## src/rtl/gpio_port_pkg.sv

```systemverilog
package gpio_port_pkg;

  localparam int ADDR_W = 3;

  typedef enum logic [ADDR_W-1:0] {
    SEL_PIN    = 3'd0,
    SEL_LATCH  = 3'd1,
    SEL_DIR    = 3'd2,
    SEL_ANALOG = 3'd3,
    SEL_SLEW   = 3'd4
  } reg_sel_e;

  function automatic logic sel_mapped(input logic [ADDR_W-1:0] a);
    return a <= 3'd4;
  endfunction

  function automatic logic sel_loads_latch(input logic [ADDR_W-1:0] a);
    return (a == SEL_PIN) || (a == SEL_LATCH);
  endfunction

  function automatic logic sel_masked_high(input logic [ADDR_W-1:0] a);
    return (a == SEL_PIN) || (a == SEL_LATCH) || (a == SEL_DIR);
  endfunction

endpackage

```

## src/rtl/gpio_port_regs.sv

```systemverilog
module gpio_port_regs
  import gpio_port_pkg::*;
#(
  parameter int          WIDTH   = 8,
  parameter logic [WIDTH-1:0] ANA_RST = 8'h2F
) (
  input  logic              clk,
  input  logic              rst_n,
  input  logic              wr_en,
  input  logic [ADDR_W-1:0] wr_addr,
  input  logic [WIDTH-1:0]  wr_data,
  output logic [WIDTH-1:0]  lat_q,
  output logic [WIDTH-1:0]  dir_q,
  output logic [WIDTH-1:0]  ana_q,
  output logic [WIDTH-1:0]  slew_q
);

  logic hit_lat, hit_dir, hit_ana, hit_slew, hit_none;

  assign hit_lat  = wr_en && sel_loads_latch(wr_addr);
  assign hit_dir  = wr_en && (wr_addr == SEL_DIR);
  assign hit_ana  = wr_en && (wr_addr == SEL_ANALOG);
  assign hit_slew = wr_en && (wr_addr == SEL_SLEW);
  assign hit_none = wr_en && !sel_mapped(wr_addr);

  always_ff @(posedge clk or negedge rst_n) begin
    if (!rst_n) begin
      lat_q  <= '0;
      dir_q  <= '1;
      ana_q  <= ANA_RST;
      slew_q <= '0;
    end else begin
      if (hit_lat)  lat_q  <= wr_data;
      if (hit_dir)  dir_q  <= wr_data;
      if (hit_ana)  ana_q  <= wr_data;
      if (hit_slew) slew_q <= wr_data;
    end
  end

  // both latch aliases load the written value
  assert_latch_load_R2: assert property (@(posedge clk) disable iff (!rst_n)
    (wr_en && sel_loads_latch(wr_addr)) |=> (lat_q == $past(wr_data)));

  // direction only moves on its own write
  assert_dir_hold_R3: assert property (@(posedge clk) disable iff (!rst_n)
    !(wr_en && (wr_addr == SEL_DIR)) |=> $stable(dir_q));

  // unmapped writes leave all state unchanged
  assert_unmapped_quiet_R8: assert property (@(posedge clk) disable iff (!rst_n)
    hit_none |=> $stable({lat_q, dir_q, ana_q, slew_q}));

endmodule

```

## src/rtl/gpio_port_sync.sv

```systemverilog
module gpio_port_sync #(
  parameter int WIDTH  = 8,
  parameter int STAGES = 2
) (
  input  logic             clk,
  input  logic             rst_n,
  input  logic [WIDTH-1:0] d,
  output logic [WIDTH-1:0] q
);

  logic [WIDTH-1:0] stage [STAGES];

  always_ff @(posedge clk or negedge rst_n) begin
    if (!rst_n) begin
      for (int s = 0; s < STAGES; s++) stage[s] <= '0;
    end else begin
      stage[0] <= d;
      for (int s = 1; s < STAGES; s++) stage[s] <= stage[s-1];
    end
  end

  assign q = stage[STAGES-1];

endmodule

```

## src/rtl/gpio_port_rdmux.sv

```systemverilog
module gpio_port_rdmux
  import gpio_port_pkg::*;
#(
  parameter int WIDTH = 8
) (
  input  logic [ADDR_W-1:0] addr,
  input  logic [WIDTH-1:0]  pin_s,
  input  logic [WIDTH-1:0]  lat_q,
  input  logic [WIDTH-1:0]  dir_q,
  input  logic [WIDTH-1:0]  ana_q,
  input  logic [WIDTH-1:0]  slew_q,
  input  logic [WIDTH-1:0]  osc_mask,
  output logic [WIDTH-1:0]  rdata
);

  function automatic logic [WIDTH-1:0] view_pins(
    input logic [WIDTH-1:0] pins, input logic [WIDTH-1:0] ana,
    input logic [WIDTH-1:0] mask);
    return pins & ~ana & ~mask;
  endfunction

  function automatic logic [WIDTH-1:0] view_owned(
    input logic [WIDTH-1:0] v, input logic [WIDTH-1:0] mask);
    return v & ~mask;
  endfunction

  always_comb begin
    unique case (addr)
      SEL_PIN:    rdata = view_pins(pin_s, ana_q, osc_mask);
      SEL_LATCH:  rdata = view_owned(lat_q, osc_mask);
      SEL_DIR:    rdata = view_owned(dir_q, osc_mask);
      SEL_ANALOG: rdata = ana_q;
      SEL_SLEW:   rdata = slew_q;
      default:    rdata = '0;
    endcase
  end

endmodule

```

## src/rtl/gpio_port.sv

```systemverilog
module gpio_port
  import gpio_port_pkg::*;
#(
  parameter int               WIDTH       = 8,
  parameter int               OSC_LSB     = 6,
  parameter int               OSC_PINS    = 2,
  parameter int               SYNC_STAGES = 2,
  parameter logic [WIDTH-1:0] ANA_RST     = 8'h2F
) (
  input  logic              clk,
  input  logic              rst_n,
  input  logic              bus_wr,
  input  logic [ADDR_W-1:0] bus_addr,
  input  logic [WIDTH-1:0]  bus_wdata,
  output logic [WIDTH-1:0]  bus_rdata,
  input  logic              osc_claim,
  input  logic [WIDTH-1:0]  pin_in,
  output logic [WIDTH-1:0]  pin_out,
  output logic [WIDTH-1:0]  pin_oe,
  output logic [WIDTH-1:0]  pin_analog,
  output logic [WIDTH-1:0]  pin_slew
);

  logic [WIDTH-1:0] lat_q, dir_q, ana_q, slew_q, pin_s;
  logic [WIDTH-1:0] osc_mask;

  for (genvar b = 0; b < WIDTH; b++) begin : g_osc
    if (b >= OSC_LSB && b < OSC_LSB + OSC_PINS) begin : g_claimed
      assign osc_mask[b] = osc_claim;
    end else begin : g_free
      assign osc_mask[b] = 1'b0;
    end
  end

  gpio_port_regs #(.WIDTH(WIDTH), .ANA_RST(ANA_RST)) u_regs (
    .clk(clk), .rst_n(rst_n), .wr_en(bus_wr), .wr_addr(bus_addr),
    .wr_data(bus_wdata), .lat_q(lat_q), .dir_q(dir_q),
    .ana_q(ana_q), .slew_q(slew_q)
  );

  gpio_port_sync #(.WIDTH(WIDTH), .STAGES(SYNC_STAGES)) u_sync (
    .clk(clk), .rst_n(rst_n), .d(pin_in), .q(pin_s)
  );

  gpio_port_rdmux #(.WIDTH(WIDTH)) u_rdmux (
    .addr(bus_addr), .pin_s(pin_s), .lat_q(lat_q), .dir_q(dir_q),
    .ana_q(ana_q), .slew_q(slew_q), .osc_mask(osc_mask), .rdata(bus_rdata)
  );

  assign pin_oe     = ~dir_q & ~osc_mask;
  assign pin_out    = lat_q & ~osc_mask;
  assign pin_analog = ana_q;
  assign pin_slew   = slew_q;

  // cycles since reset, saturating, for the latency check
  logic [1:0] warm;
  always_ff @(posedge clk or negedge rst_n) begin
    if (!rst_n) warm <= '0;
    else if (warm != 2'd3) warm <= warm + 2'd1;
  end

  // analog pins never show a one in the pin view
  assert_analog_zero_R5: assert property (@(posedge clk) disable iff (!rst_n)
    (bus_addr == SEL_PIN) |-> ((bus_rdata & pin_analog) == '0));

  // claimed pins are quiet on the pads and in the masked views
  assert_osc_pads_R6: assert property (@(posedge clk) disable iff (!rst_n)
    osc_claim |-> (((pin_oe | pin_out) & osc_mask) == '0));
  assert_osc_read_R6: assert property (@(posedge clk) disable iff (!rst_n)
    (osc_claim && sel_masked_high(bus_addr)) |-> ((bus_rdata & osc_mask) == '0));

  // a direction write sets the enables one cycle later
  assert_dir_to_oe_R3: assert property (@(posedge clk) disable iff (!rst_n)
    (bus_wr && bus_addr == SEL_DIR && !osc_claim) ##1 !osc_claim
      |-> (pin_oe == ~$past(bus_wdata)));

  if (SYNC_STAGES == 2) begin : g_lat_chk
    // pin view lags the pads by exactly two edges
    assert_sync_lag_R4: assert property (@(posedge clk) disable iff (!rst_n)
      (warm == 2'd3 && bus_addr == SEL_PIN)
        |-> (bus_rdata == ($past(pin_in, 2) & ~pin_analog & ~osc_mask)));
  end

endmodule

```

## config.mk

```make
export PLATFORM = sky130hd
export DESIGN_NAME = gpio_port
export DESIGN_NICKNAME = d
export VERILOG_FILES = /design/src/rtl/gpio_port_pkg.sv /design/src/rtl/gpio_port_regs.sv /design/src/rtl/gpio_port_sync.sv /design/src/rtl/gpio_port_rdmux.sv /design/src/rtl/gpio_port.sv
export SDC_FILE = /design/constraint.sdc
export NUM_CORES = 1
export LEC_CHECK = 0
export ABC_AREA = 1
export BUFFER_PORTS_ARGS = -buffer_cell sky130_fd_sc_hd__buf_2
export CAP_MARGIN = 20
export CORE_AREA = 2 2 68 70
export CTS_CLUSTER_SIZE = 30
export DETAILED_ROUTE_END_ITERATION = 12
export DIE_AREA = 0 0 70 72
export GPL_TIMING_DRIVEN = 1
export PLACE_DENSITY_LB_ADDON = 0.05
export SETUP_SLACK_MARGIN = 0.02
export SLEW_MARGIN = 5
export SYNTH_ARGS = -nofsm -noshare
export SYNTH_HDL_FRONTEND = slang
export SYNTH_SLANG_ARGS = --single-unit
```

## constraint.sdc

```tcl
create_clock -name clk -period 2.25 [get_ports clk]
set_clock_uncertainty 0.1 [all_clocks]
set_input_delay 0.45 -clock clk [delete_from_list [all_inputs] [get_ports clk]]
set_output_delay 0.45 -clock clk [all_outputs]
set_load 0.02 [all_outputs]
```

==> key figures <==
Power
  – PD cells: 820 nW/um2
  – Net Switching: 0.756 mW
  – Switching Fraction: 34.2%
  – Worst-case vdd ir drop: 0.000451 V
  – Clock power share: 23.7%
  – Internal power: 1.45 mW
  – Seq pwr share: 50.7%
  – Pleak: 1.47 nW
  – Comb pwr share: 25.6%

Timing
  – Worst Tran Pin Value: 0.526 ns
  – Final hold viol count: 0
  – Final Cycle Share: 94.0%
  – Fin Hold WS: 0.0183 ns
  – Final setup TNS: 0 ns
  – FMAX: 473 MHz
  – Slew Limit Fails: 0
  – Max_slew headroom: 65.0%
  – Min Tclk post-route: 2.12 ns
  – Final Setup Violations: 0
  – Unrepaired setup endpoints after global routing: false

Clock tree
  – CTS max path bufs: 2
  – Clock latency on the worst-skew pair: 0.30 ns
  – Setup Buffers After CTS: 0
  – CTS Hold Buffers Added: 0
  – CTS resizes: 0
  – Sink Count: 48
  – Worst-path clk slew: around 0.090 ns
  – Num CTS Buffers: 5
  – Clock Tree Root: clkbuf_8
  – CTS tree: yes
  – H-tree depth: 2

Worst setup path
  – Slowest-stage cell, CP: buf_2
  – Worst Setup Path Type: input pin to primary output
  – CP max FO: 11
  – Critical Path Most Common Cell: nand2_1
  – Critical path data required time: 1.70 ns
  – Reg2reg end: u_regs.ana_q[2]
  – CP Cell Sequence: buf_2, inv_1, nor2_8, nand3_1, nand2_1, nand2_1, nand2_1, buf_2
  – Worst path max stage delay: 0.30 ns
  – Worst-case reg-to-reg path depth: 2
  – Reg2reg setup slack: 1.30 ns
  – CP Capture Type: primary output
  – Crit path launch type: input pin
  – Arrival time worst endpoint: 1.57 ns
  – Delay-heaviest family, CP: buffers and inverters
  – Reg2reg start: u_regs.ana_q[2]
  – CP bufs+invs: 3

Detailed routing
  – DRC: 0
  – Post-DRT Antenna Nets: 0
  – DR pass1 iterations: 4
  – Vias: 1849
  – Drt initial violations: 101
  – Vias per inst: 5.02
  – Final WL: 5.20 mm
  – Avg WL per Cell: 14.1 um

Place
  – Placer Congestion: 0.916
  – I/O Buffers: a little over 60
  – Hpwl dp: between 3 and 4 mm

Flow run
  – Max-cap violations: 0

Synth
  – Post-Syn Area: 2320 um2
  – FF+latch count, synth: 48
  – Ys Warns: 0
  – Sequential area share after synthesis: 52.4%
  – Syn nets: 280
  – Mapped Cells: 257
  – Yosys cell types: 19
  – Syn Area/Cell: 9.04 um2

Finish
  – Most common cell after layout, fill and taps aside: nand2_1
  – N_diodes: 0
  – Most frequent cells in the layout: nand2_1 (64), buf_2 (62), dfrtp_1 (35)
  – Layout cells sized above 1: approximately a third
  – Nets: between 300 and 400
  – P&R area growth vs syn: 15.9%

Global route
  – Global route total overflow: 0
  – Initial antenna violation count: 0
  – Vias in the first global route: 1730
  – Global Route Usage Sum: 21.9%
  – Largest net degree at the start of global routing: 27
  – First-pass GRT wire length: 8.43 mm

Floorplan
  – Cell Rows: 24
  – Core area: 4260 um2
  – Initial core utilization: approximately 54%
  – Die H: approximately 70 um
  – IO Pins: 63
  – Die Footprint: slightly above 5000 um2
  – Die Wd: ~70 um

Hold path
  – Hold WC Path Type: input pin to async pin

Run status
  – Status: finished, final reports clean
==> cell type report <==
cell class	count	area, um2
clock buffers	6	82.6
clock inverters	2	10.0
fillers	398	1570
inverters	35	131
multi-input cells	159	835
flip-flops and latches	48	1220
well taps	52	65.1
repair buffers	66	353
==> how the worst max path moves through the flow <==
| stage | slack, ns | endpoint | depth (start not counted) | start |
|---|---|---|---|---|
| CTS | 0.13 | bus_rdata[2] | 8 | bus_addr[1] |
| global route | 0.04 | bus_rdata[4] | 8 | bus_addr[1] |
| floorplan | 0.52 | bus_rdata[1] | 6 | bus_addr[1] |
| global placement | 0.15 | bus_rdata[6] | 8 | bus_addr[1] |
| finish | 0.13 | bus_rdata[7] | 8 | bus_addr[1] |
| detailed placement | 0.14 | bus_rdata[2] | 8 | bus_addr[1] |
==> synth_stat cells (all sizes together) <==
master  instances  share of area [%]
dfstp          13                 15
dfrtp          35                 38
nor2           25                6.8
nand2          66                 11
nand4           8                2.2
inv            35                5.7
o21ai          33                8.7
nand3          27                6.9
clkbuf          1               0.59
buf            14                5.4
==> routing by layer <==
metal	wire length, um	share of wire, %	track usage (%)
met5	0	0	0
met3	267	5.1	4.31
met4	88	1.7	7.05
met2	2620	50	38.0
met1	2220	43	28.1
==> cell families after synthesis <==
kind of cell | synth area share [%]
AO/OA/AOI/OAI | 8.72
flip-flops | 52.4
buffers and inverters | 11.7
AND/OR/NAND/NOR | 27.2
==> metrics by stage <==
stage               power [mW]  instance area, um2  worst slack (ns)  instances  utilization (%)
CTS                       2.23                2690             0.133        368             63.2
detailed placement        1.71                2600             0.140        360             61.0
floorplan                 1.50                2320             0.519        257                -
finish                    2.21                2690             0.134        368             63.2
global route              2.33                2690            0.0417        368             63.2
global placement          1.70                2600             0.146        360             61.0
==> sequential cells by signal (all words and copies together) (netlist names) <==
signal / count
u_regs.slew_q: 8
u_regs.dir_q: 8
u_regs.ana_q: 8
u_sync.q: 8
u_regs.lat_q: 8
u_sync.stage: 8
==> power by group through the flow <==
stage          Sequential (mW)  Clock [mW]  Combinational (mW)
2_1_floorplan             1.17           0               0.331
3_3_place_gp              1.13           0               0.563
3_5_place_dp              1.13           0               0.571
4_1_cts                   1.12       0.535               0.573
5_1_grt                   1.13       0.573               0.622
6_report                  1.12       0.524               0.566
No activity file was read; power rests on OpenSTA's default activity.
